## config.mk

```make
export PLATFORM = sky130hd
export DESIGN_NAME = can_mode_seq
export DESIGN_NICKNAME = d
export VERILOG_FILES = /design/src/rtl/can_mode_pkg.sv /design/src/rtl/can_rx_edge.sv /design/src/rtl/can_idle_qual.sv /design/src/rtl/can_ctl_bits.sv /design/src/rtl/can_mode_seq.sv
export SDC_FILE = /design/constraint.sdc
export NUM_CORES = 1
export LEC_CHECK = 0
export CAP_MARGIN = 40
export CORE_ASPECT_RATIO = 1.1
export CORE_MARGIN = 2
export CORE_UTILIZATION = 45
export CTS_BUF_LIST = sky130_fd_sc_hd__clkbuf_16
export DETAILED_ROUTE_END_ITERATION = 6
export PLACE_DENSITY = 0.71
export SYNTH_ARGS = -nofsm -noshare
export SYNTH_HDL_FRONTEND = slang
export SYNTH_SLANG_ARGS = --single-unit
```

## constraint.sdc

```tcl
create_clock -name clk -period 2.05 [get_ports clk]
set_clock_uncertainty 0.05 [all_clocks]
set_input_delay 0.41 -clock clk [delete_from_list [all_inputs] [get_ports clk]]
set_output_delay 0.41 -clock clk [all_outputs]
set_load 0.005 [all_outputs]
```

## src/rtl/can_mode_pkg.sv

```systemverilog
package can_mode_pkg;

  typedef enum logic [1:0] {
    MODE_SLEEP  = 2'd0,
    MODE_INIT   = 2'd1,
    MODE_NORMAL = 2'd2
  } mode_e;

  // Clocks from the start of qualification to the count reaching its target.
  function automatic int unsigned idle_wait_cycles(input int unsigned cyc_per_bit,
                                                   input int unsigned bits);
    return cyc_per_bit * bits;
  endfunction

endpackage

```

## src/rtl/can_rx_edge.sv

```systemverilog
module can_rx_edge (
  input  logic clk,
  input  logic rst_n,
  input  logic rx_i,
  output logic rx_sync_o,
  output logic rx_fall_o
);
  logic s1_q, s2_q, prev_q;

  always_ff @(posedge clk or negedge rst_n) begin
    if (!rst_n) begin
      s1_q   <= 1'b1;
      s2_q   <= 1'b1;
      prev_q <= 1'b1;
    end else begin
      s1_q   <= rx_i;
      s2_q   <= s1_q;
      prev_q <= s2_q;
    end
  end

  assign rx_sync_o = s2_q;
  assign rx_fall_o = prev_q & ~s2_q;
endmodule

```

## src/rtl/can_idle_qual.sv

```systemverilog
module can_idle_qual #(
  parameter int unsigned CYC_PER_BIT = 4,
  parameter int unsigned IDLE_BITS   = 11
) (
  input  logic clk,
  input  logic rst_n,
  input  logic en_i,
  input  logic rx_sync_i,
  output logic done_o
);
  localparam int unsigned PW = (CYC_PER_BIT > 1) ? $clog2(CYC_PER_BIT) : 1;
  localparam int unsigned CW = $clog2(IDLE_BITS + 1);
  localparam logic [PW-1:0] PRE_LAST = PW'(CYC_PER_BIT - 1);
  localparam logic [CW-1:0] CNT_TOP  = CW'(IDLE_BITS);

  logic [PW-1:0] pre_q;
  logic [CW-1:0] cnt_q;
  logic          tick_w;

  assign tick_w = en_i && (pre_q == PRE_LAST);

  always_ff @(posedge clk or negedge rst_n) begin
    if (!rst_n) begin
      pre_q <= '0;
      cnt_q <= '0;
    end else if (!en_i) begin
      pre_q <= '0;
      cnt_q <= '0;
    end else begin
      pre_q <= tick_w ? '0 : pre_q + 1'b1;
      if (tick_w) begin
        if (!rx_sync_i)            cnt_q <= '0;
        else if (cnt_q != CNT_TOP) cnt_q <= cnt_q + 1'b1;
      end
    end
  end

  assign done_o = en_i && (cnt_q == CNT_TOP);
endmodule

```

## src/rtl/can_ctl_bits.sv

```systemverilog
module can_ctl_bits (
  input  logic clk,
  input  logic rst_n,
  input  logic wr_i,
  input  logic sleep_i,
  input  logic init_i,
  input  logic awu_i,
  input  logic wake_clr_i,
  output logic sleep_q_o,
  output logic init_q_o,
  output logic awu_q_o
);
  always_ff @(posedge clk or negedge rst_n) begin
    if (!rst_n) begin
      sleep_q_o <= 1'b1;
      init_q_o  <= 1'b0;
      awu_q_o   <= 1'b0;
    end else if (wr_i) begin
      sleep_q_o <= sleep_i;
      init_q_o  <= init_i;
      awu_q_o   <= awu_i;
    end else if (wake_clr_i) begin
      sleep_q_o <= 1'b0;
    end
  end
endmodule

```

## src/rtl/can_mode_seq.sv

```systemverilog
module can_mode_seq
  import can_mode_pkg::*;
#(
  parameter int unsigned CYC_PER_BIT = 4,
  parameter int unsigned IDLE_BITS   = 11
) (
  input  logic       clk,
  input  logic       rst_n,
  input  logic       ctl_wr_i,
  input  logic       ctl_sleep_i,
  input  logic       ctl_init_i,
  input  logic       ctl_awu_i,
  input  logic       rx_i,
  output logic [1:0] mode_o,
  output logic       sleep_sts_o,
  output logic       init_sts_o,
  output logic       eng_clk_en_o,
  output logic       sleep_req_o
);
  mode_e mode_q, mode_d;
  logic  sleep_q, init_q, awu_q;
  logic  rx_sync_w, rx_fall_w;
  logic  wake_evt_w, idle_en_w, idle_done_w;

  can_rx_edge u_edge (
    .clk(clk), .rst_n(rst_n), .rx_i(rx_i),
    .rx_sync_o(rx_sync_w), .rx_fall_o(rx_fall_w)
  );

  can_ctl_bits u_ctl (
    .clk(clk), .rst_n(rst_n), .wr_i(ctl_wr_i),
    .sleep_i(ctl_sleep_i), .init_i(ctl_init_i), .awu_i(ctl_awu_i),
    .wake_clr_i(wake_evt_w),
    .sleep_q_o(sleep_q), .init_q_o(init_q), .awu_q_o(awu_q)
  );

  assign wake_evt_w = (mode_q == MODE_SLEEP) && awu_q && rx_fall_w;
  assign idle_en_w  = (mode_q == MODE_INIT) && !sleep_q && !init_q;

  can_idle_qual #(.CYC_PER_BIT(CYC_PER_BIT), .IDLE_BITS(IDLE_BITS)) u_idle (
    .clk(clk), .rst_n(rst_n), .en_i(idle_en_w),
    .rx_sync_i(rx_sync_w), .done_o(idle_done_w)
  );

  always_comb begin
    mode_d = mode_q;
    unique case (mode_q)
      MODE_SLEEP:  if (wake_evt_w || !sleep_q) mode_d = MODE_INIT;
      MODE_INIT:   if (sleep_q)                mode_d = MODE_SLEEP;
                   else if (idle_done_w)       mode_d = MODE_NORMAL;
      MODE_NORMAL: if (sleep_q)                mode_d = MODE_SLEEP;
                   else if (init_q)            mode_d = MODE_INIT;
      default:                                 mode_d = MODE_SLEEP;
    endcase
  end

  always_ff @(posedge clk or negedge rst_n) begin
    if (!rst_n) mode_q <= MODE_SLEEP;
    else        mode_q <= mode_d;
  end

  assign mode_o       = mode_q;
  assign sleep_sts_o  = (mode_q == MODE_SLEEP);
  assign init_sts_o   = (mode_q == MODE_INIT);
  assign eng_clk_en_o = (mode_q != MODE_SLEEP);
  assign sleep_req_o  = sleep_q;
endmodule

```

## After elaboration in Yosys (flattened, before gate mapping)

Cells that the tools add are included.

| storage, ports and cells | value |
|---|---|
| flip-flop bits (word level) | 14 |
| word-level logic and storage cells | 51 |

| cells by class | value |
|---|---|
| add/subtract/negate cells | 2 |
| equality and inequality tests | 10 |
| multiplexer cells | 14 |
| bitwise logic cells | 2 |
| reductions and logical operators | 14 |

Operator list:

| cell | count |
|---|---|
| two-way mux 4 bit | 4 |
| two-way mux 2 bit | 7 |
| logical AND 1 bit | 6 |
| != test 3 x 1 -> 1 bit (second input constant) | 2 |
| case mux 2 bit (3 select lines) | 1 |
| adder 4 x 1 -> 4 bit (second input constant) | 1 |
| equality test 2 bit (second input constant) | 2 |
| equality test 4 bit (second input constant) | 1 |
| != test 4 bit (second input constant) | 1 |
| nonzero test 2 bit | 2 |
| != test 3 bit (second input constant) | 1 |
| AND reduction 3 bit | 1 |
| adder 2 x 1 -> 2 bit (second input constant) | 1 |
| equality test 2 x 1 -> 1 bit (second input constant) | 1 |
| zero test 1 bit | 2 |
| zero test 2 bit | 1 |
| two-way mux 1 bit | 2 |
| != test 2 x 1 -> 1 bit (second input constant) | 1 |
| != test 2 bit (second input constant) | 1 |
| AND reduction 2 bit | 1 |
| bitwise AND 1 bit | 1 |
| logical OR 1 bit | 1 |
| inverter 1 bit | 1 |

## Longest topological paths before layout

Gate-level depths: netlist (run 1).

| logic depth | value |
|---|---|
| depth after elaboration | 7 |
| gate-level depth with buffers | 4 |
| depth with buffers taken out | 4 |

## Cells and area by module

Synthesis (run 1) repeated with hierarchy kept, for this count alone.

| unflattened totals | value |
|---|---|
| cells, all modules | 58 |
| area total of the unflattened synthesis | 688.2 um^2 |

Modules (own cells, without submodules):

| module | times used | cells each | area each (um^2) | seq. area each (um^2) |
|---|---|---|---|---|
| can_idle_qual | 1 | 34 | 355.3 | 150.1 |
| can_mode_seq | 1 | 13 | 127.6 | 50.0 |
| can_ctl_bits | 1 | 7 | 112.6 | 76.3 |
| can_rx_edge | 1 | 4 | 92.6 | 78.8 |

## Least setup slack after synthesis (run 1)

Ideal clock, no wire load.

| timing | value |
|---|---|
| kind | register to register |
| start | register u_idle.cnt_q[0] |
| end | register u_idle.cnt_q[0] |
| library setup time | 87 ps |
| arrival time | 1306 ps |
| setup slack | 607 ps |
| stages on the path, launching flop included | 5 |
| path buffers | 0 |
| period minus slack after synthesis | 1443 ps |
| path through | dfrtp_1 ha_1 and3b_1 or3_1 a211oi_2 |

| between the ends | value |
|---|---|
| word-level cells in the longest chain between the ends | 5 |
| elaborated cells between the ends (all ways) | 8 |
| classes of those cells | add/sub: 1; eq/ne: 2; mux: 4; reduce/logical: 1 |

Ends and longest elaborated chain:

| element | line | source |
|---|---|---|
| start: declaration | can_idle_qual.sv:17 | `logic [CW-1:0] cnt_q;` |
| start signal: assignment | can_idle_qual.sv:33 | `else if (cnt_q != CNT_TOP) cnt_q <= cnt_q + 1'b1;` |
| adder 4 x 1 -> 4 bit | can_idle_qual.sv:33 |  |
| two-way mux 4 bit | can_idle_qual.sv:33 |  |
| two-way mux 4 bit | can_idle_qual.sv:32 | `if (!rx_sync_i) cnt_q <= '0;` |
| two-way mux 4 bit | can_idle_qual.sv:31 | `if (tick_w) begin` |
| two-way mux 4 bit | can_idle_qual.sv:26 | `end else if (!en_i) begin` |

Several ways; a longest one is shown, not always the timed one. The select of a mux whose other input is x is not followed.
A chain may end at the register's enable or synchronous reset.

## Worst setup path in the final report (run 1)

| timing | value |
|---|---|
| start | register mode_q[0] (netlist: mode_o[0]) |
| end | output init_sts_o |

| between the ends | value |
|---|---|
| word-level cells in the longest chain between the ends | 1 |

Ends and longest elaborated chain:

| element | line | source |
|---|---|---|
| start: declaration | can_mode_seq.sv:20 | `mode_e mode_q, mode_d;` |
| start signal: assignment | can_mode_seq.sv:59 | `else mode_q <= mode_d;` |
| equality test 2 x 1 -> 1 bit | can_mode_seq.sv:64 | `assign init_sts_o = (mode_q == MODE_INIT);` |
| end: declaration | can_mode_seq.sv:16 | `output logic init_sts_o,` |

No other way between the ends.

==> results.txt, run 1 <==
status -> finished, final reports clean
vias -> 489
Reg2Reg Launch Point -> u_idle.cnt_q[0]$_DFFE_PN0P_
CP endpoint kind -> primary output
Worst Hold Class -> flop to flop
gpl congestion -> 0.8208
switch share -> 23.21%
critical path class -> flop to primary output
H-tree levels -> 1
Initial Utilization -> 47.96%
Logic pwr share -> 21.1%
# hold bufs at CTS -> 0
Seq cells post-synth -> 14
Reg2Reg Depth -> 4
buffers plus inverters on the worst setup path -> 1
port bufs -> 12
DR vias/cell -> 5.433
largest net degree at the start of global routing -> 15
CTS root buf -> clkbuf_16
core area -> 1349 um2
I/O pin count -> 13
Final Hold Vio Count -> 0
period utilisation layout -> 95.07%
clk_lat worst skew -> 240 ps
worst slew pin tran -> 606.4 ps
commonest cells after routing, fill and taps aside -> clkdlybuf4s50_1 (12), dfrtp_1 (10), nand2_1 (5), nor2b_1 (4), dfstp_2 (4)
DRT iter0 DRCs -> 7
first-pass GRT wire length -> 2021 um
Unique masters post-synth -> 28
CP top delay family -> buffers and inverters
site row count -> 14
setup slack, reg-to-reg -> 490 ps
Flop pwr share -> 37.8%
Crit path required time -> 1590 ps
Routed Antenna Nets -> 0
Worst-path clk slew -> 50 ps
number of gates resized after cts -> 0
final WL -> 1205 um
crit path launch type -> flop
syn nets -> 67
critical path's largest stage delay -> 560 ps
Synth Instances -> 58
chip width -> 40.15 um
Net Switching -> 204.8 uW
critical path arrival -> 1490 ps
Min Clock Period, post-route -> 1949 ps
GRT Overall Usage -> 17.43%
crit path max-delay cell type -> clkdlybuf4s50_1
Total Power -> 882.0 uW
initial antenna violation count -> 0
drc violations -> 0
Clock Sinks -> 14
CTS Buffer Depth -> 2
die area -> 1757 um2
antenna cells -> 0
synth warn -> 0
beginning of the worst hold path -> u_edge.s1_q$_DFF_PN1_
post-CTS setup buffers -> 0
number of max-cap violations -> 0
VDD IR max -> 0.5667 mV
Post-DP HPWL -> 907.8 um
Syn Area/Cell -> 11.15 um2
leakage -> 0.3784 nW
hold depth -> 0
Cell Area, Synth -> 646.9 um2
Worst Hold End -> u_edge.rx_sync_o$_DFF_PN1_
Setup-failing EPs final -> 0
register area share after synthesis -> 54.93%
CP cell instances -> nor2b_1 > clkdlybuf4s50_1
CP Max Fanout -> 6
Layout area overhead -> 33.85%
unrepaired setup endpoints after global routing -> false
FILL cells -> 115
Crit. Startpoint -> mode_o[0]$_DFFE_PN0P_
FF-to-FF End -> u_idle.cnt_q[0]$_DFFE_PN0P_
vias in the first global route -> 481
Layout Nets -> 84
clock share of power -> 41.1%
proportion of layout cells with a drive suffix above 1 -> 13.51%
CTS Buf Count -> 3
TritonRoute pass-1 iters -> 4
max-slew violation count -> 0
internal power -> 677.3 uW
PwrDens -> 1019 nW/um2
slew margin rel. -> 59.44%
TritonCTS clock tree -> done
setup TNS -> 0 ps
Die Span Y -> 43.77 um
commonest non-fill, non-tap cell in the layout -> clkdlybuf4s50_1
overflow left after global routing -> 0
f_max -> 513.1 MHz
WL/cell -> 13.39 um
worst max path at each step:
stage | endpoint | slack [ps] | cells after the start
global placement | init_sts_o | 410 | 2
CTS | init_sts_o | 110 | 2
finish | init_sts_o | 100 | 2
detailed placement | init_sts_o | 380 | 2
floorplan | u_idle.cnt_q[0]$_DFFE_PN0P_ | 610 | 4
global route | init_sts_o | 30 | 2
metal layers:
layer / up-vias / share of wire [%] / GRT usage (%) / routed length [um]
li1: 245 / - / - / -
met2: 11 / 48 / 27.42 / 584
met5: - / 0 / 0 / 0
met1: 229 / 45 / 20.46 / 543
met4: 0 / 2.2 / 10.34 / 27
met3: 4 / 4.1 / 4.615 / 50
Yosys cell counts:
cell type	n	area share, %
dfrtp_1	10	39
nand2_1	5	2.9
dfstp_2	4	16
nor2b_1	4	3.9
a21oi_1	3	2.3
nand3_1	3	2.3
o21ai_1	3	2.3
ha_1	2	3.9
inv_1	2	1.2
mux2_1	2	3.5
nor2_1	2	1.2
nor3_1	2	1.5
a211o_1	1	1.4
a211oi_2	1	1.9
a31oi_1	1	0.97
and2_1	1	0.97
and3_1	1	0.97
and3b_1	1	1.4
inv_2	1	0.58
mux2i_1	1	1.5
nand3b_1	1	1.2
nand4_1	1	0.97
nand4b_1	1	1.4
nor4b_2	1	2.3
o211a_1	1	1.5
o21ai_0	1	0.77
o41ai_1	1	1.4
or3_1	1	0.97
stage by stage:
step | util (%) | hold WS [ps] | setup slack (ps) | instance area, um2 | std cells
4_1_cts | 64.19 | 304.1 | 108.4 | 865.8 | 90
2_1_floorplan | - | 64.41 | 607.1 | 646.9 | 58
3_5_place_dp | 58.35 | 297.5 | 375.3 | 787.0 | 86
3_3_place_gp | 58.35 | 295.6 | 413.3 | 787.0 | 86
6_report | 64.19 | 302.8 | 101.1 | 865.8 | 90
5_1_grt | 64.19 | 306.7 | 30.07 | 865.8 | 90
area by class of cell:
| cell class | instances | area, um2 | share of cell area, % |
|---|---|---|---|
| Sequential cell | 14 | 355.3 | 41.04 |
| Clock buffer | 3 | 75.07 | 8.671 |
| Tap cell | 16 | 20.02 | 2.312 |
| Clock inverter | 1 | 3.754 | 0.4335 |
| Timing Repair Buffer | 12 | 120.1 | 13.87 |
| Multi-Input combinational cell | 41 | 280.3 | 32.37 |
| Inverter | 3 | 11.26 | 1.301 |
power groups by stage:
stage,logic [mW],clock network (mW),registers [mW]
2_1_floorplan,0.0736,0,0.332
3_3_place_gp,0.185,0,0.335
3_5_place_dp,0.187,0,0.336
4_1_cts,0.189,0.370,0.333
5_1_grt,0.202,0.385,0.338
6_report,0.186,0.363,0.333
logic make-up after synthesis:
| kind of cell | Yosys count | synth area share, % |
|---|---|---|
| buffers and inverters | 3 | 1.741 |
| and+or+nand+nor | 24 | 21.86 |
| AOI/OAI and AO/OA | 12 | 12.57 |
| DFF | 14 | 54.93 |
| adders and majority gates | 2 | 3.868 |
| muxes | 3 | 5.029 |
state kept, by name, summed over array words and instances, names as in the netlist:
| name | flops |
|---|---|
| mode_o | 2 |
| u_ctl.awu_q_o | 1 |
| u_ctl.init_q_o | 1 |
| u_ctl.sleep_q_o | 1 |
| u_edge.prev_q | 1 |
| u_edge.rx_sync_o | 1 |
| u_edge.s1_q | 1 |
| u_idle.cnt_q | 4 |
| u_idle.pre_q | 2 |
No activity file was read; power rests on OpenSTA's default activity.
==> run 2, diff against run 1 <==
CTS_BUF_LIST = sky130_fd_sc_hd__clkbuf_8 sky130_fd_sc_hd__clkbuf_16   (was sky130_fd_sc_hd__clkbuf_16)
HOLD_SLACK_MARGIN = 0.03   (was unset)
==> run 2 against run 1 <==
Routed wire length decreased by 2.2%. Critical path depth unchanged. Sequential share of layout area increased by 1.2 points. Die area unchanged. Sequential power about the same. Clock-buffer cell count increased by 1. Maximum frequency about the same. Cell area decreased by 2.7%. Sequential cell count unchanged. Power decreased by 11%. Utilization decreased by 1.8 points. Via count increased by 1.2%.
==> results.txt, run 2 (same netlist as run 1, synthesis figures left out) <==
worst slew pin tran -> 599.7 ps (was 606.4 ps)
max reg flops -> 4 (unchanged)
TritonRoute pass-1 iters -> 4 (unchanged)
Min Hold Slack -> 304.1 ps (was 302.8 ps)
Layout Nets -> 84 (unchanged)
die area -> 1757 um2 (unchanged)
period utilisation layout -> 95.07% (about the same)
Biggest register -> u_idle.cnt_q (unchanged)
VDD IR max -> 0.5379 mV (was 0.5667 mV)
vias -> 495 (was 489)
antenna cells -> 0 (unchanged)
crit path max-delay cell type -> clkdlybuf4s50_1 (unchanged)
TritonCTS clock tree -> done (unchanged)
Layout area overhead -> 30.17% (was 33.85%)
Post-DP HPWL -> 907.8 um (unchanged)
number of max-cap violations -> 0 (unchanged)
core area -> 1349 um2 (unchanged)
critical path's largest stage delay -> 560 ps (about the same)
initial antenna violation count -> 0 (unchanged)
status -> finished, final reports clean (unchanged)
proportion of layout cells with a drive suffix above 1 -> 14.86% (was 13.51%)
Crit path required time -> 1590 ps (about the same)
WL/cell -> 13.10 um (was 13.39 um)
CP endpoint kind -> primary output (unchanged)
CTS Buffer Depth -> 2 (unchanged)
critical path class -> flop to primary output (unchanged)
unrepaired setup endpoints after global routing -> false (unchanged)
gpl congestion -> 0.8208 (unchanged)
chip width -> 40.15 um (unchanged)
Final Hold Vio Count -> 0 (unchanged)
overflow left after global routing -> 0 (unchanged)
first-pass GRT wire length -> 2001 um (was 2021 um)
Finished Layout Cells -> 90 (unchanged)
I/O pin count -> 13 (unchanged)
vias in the first global route -> 482 (was 481)
port bufs -> 12 (unchanged)
crit path launch type -> flop (unchanged)
drc violations -> 0 (unchanged)
setup TNS -> 0 ps (unchanged)
Die Span Y -> 43.77 um (unchanged)
critical path arrival -> 1490 ps (about the same)
number of gates resized after cts -> 0 (unchanged)
FILL cells -> 120 (was 115)
PwrDens -> 930.9 nW/um2 (was 1019 nW/um2)
CTS root buf -> clkbuf_8 (was clkbuf_16)
buffers plus inverters on the worst setup path -> 1 (unchanged)
post-placement cell area -> 787.0 um2 (unchanged)
Max Used Layer -> met4 (unchanged)
f_max -> 513.1 MHz (about the same)
CP Max Fanout -> 6 (unchanged)
Worst Hold Class -> flop to flop (unchanged)
site row count -> 14 (unchanged)
leakage -> 0.3686 nW (was 0.3784 nW)
H-tree levels -> 1 (unchanged)
# hold bufs at CTS -> 0 (unchanged)
Clock Sinks -> 14 (unchanged)
Min Clock Period, post-route -> 1949 ps (about the same)
commonest non-fill, non-tap cell in the layout -> clkdlybuf4s50_1 (unchanged)
DR vias/cell -> 5.500 (was 5.433)
slew margin rel. -> 59.90% (was 59.44%)
WL met3 -> 59 um (was 50 um)
CTS Buf Count -> 3 (unchanged)
Setup-failing EPs final -> 0 (unchanged)
Worst-path clk slew -> 60 ps (was 50 ps)
clk_lat worst skew -> 250 ps (was 240 ps)
DRT iter0 DRCs -> 8 (was 7)
final WL -> 1179 um (was 1205 um)
post-CTS setup buffers -> 0 (unchanged)
Final Cell Area -> 842.1 um2 (was 865.8 um2)
commonest cells after routing, fill and taps aside -> clkdlybuf4s50_1 (12), dfrtp_1 (10), nand2_1 (5) (was clkdlybuf4s50_1 (12), dfrtp_1 (10), nand2_1 (5), nor2b_1 (4), dfstp_2 (4))
CP top delay family -> buffers and inverters (unchanged)
Placed Cells -> 86 (unchanged)
GRT Overall Usage -> 17.45% (was 17.43%)
CP cell instances -> nor2b_1 > clkdlybuf4s50_1 (unchanged)
Routed Antenna Nets -> 0 (unchanged)
met2 WL -> 567 um (was 584 um)
Initial Utilization -> 47.96% (unchanged)
largest net degree at the start of global routing -> 15 (unchanged)
M1 wire length -> 518 um (was 543 um)
max-slew violation count -> 0 (unchanged)
Total Power -> 783.9 uW (was 882.0 uW)
[run 2: changes by cell type in the layout (fill, tap and decap cells not counted)]
cell       before  now
clkinv_1        1    0
clkbuf_8        0    4
clkbuf_16       3    0
[run 2: final timing paths]
kind | start | endpoint | slack [ps] | cells past startpoint
setup / recovery | mode_o[0]$_DFFE_PN0P_ | init_sts_o | 100 | 2
hold / removal | u_edge.s1_q$_DFF_PN1_ | u_edge.rx_sync_o$_DFF_PN1_ | 300 | 0
setup reg to reg | u_idle.cnt_q[0]$_DFFE_PN0P_ | u_idle.cnt_q[0]$_DFFE_PN0P_ | 490 | 4
hold reg to reg | u_edge.s1_q$_DFF_PN1_ | u_edge.rx_sync_o$_DFF_PN1_ | 300 | 0
max in group asynchronous | rst_n | u_idle.cnt_q[3]$_DFFE_PN0P_ | 1070 | 1
min in group asynchronous | rst_n | u_ctl.init_q_o$_DFFE_PN0P_ | 490 | 1
[run 2: metal layers]
metal	vias to the layer above	GRT usage, %
met4	0	10.34
met3	5	6.154
met5	-	0
met1	234	19.21
met2	12	27.74
li1	244	-
[run 2: layout make-up]
| cell class | count | area (um2) | area share, % |
|---|---|---|---|
| Tap cell | 16 | 20.02 | 2.377 |
| Clock buffer | 4 | 55.05 | 6.538 |
| Inverter | 3 | 11.26 | 1.337 |
| Multi-Input combinational cell | 41 | 280.3 | 33.28 |
| Timing Repair Buffer | 12 | 120.1 | 14.26 |
| Sequential cell | 14 | 355.3 | 42.20 |
[run 2: where the power goes]
part	total [mW]	internal (mW)	switching (mW)
clock network	0.267	0.170	0.0969
logic	0.185	0.114	0.0713
registers	0.331	0.305	0.0260
[run 2: stage by stage]
| stage | setup WS (ps) | util, % |
|---|---|---|
| finish | 101.0 | 62.43 |
| global route | 20.16 | 62.43 |
| CTS | 101.1 | 62.43 |
| detailed placement | 375.3 | 58.35 |
| global placement | 413.3 | 58.35 |
| floorplan | 607.1 | - |
==> run 3, diff against run 2 <==
CAP_MARGIN = 0   (was 40)
GPL_ROUTABILITY_DRIVEN = 0   (was unset)
==> results of run 3 <==
Same layout as run 2: the final DEF is identical, and so are final timing and power.
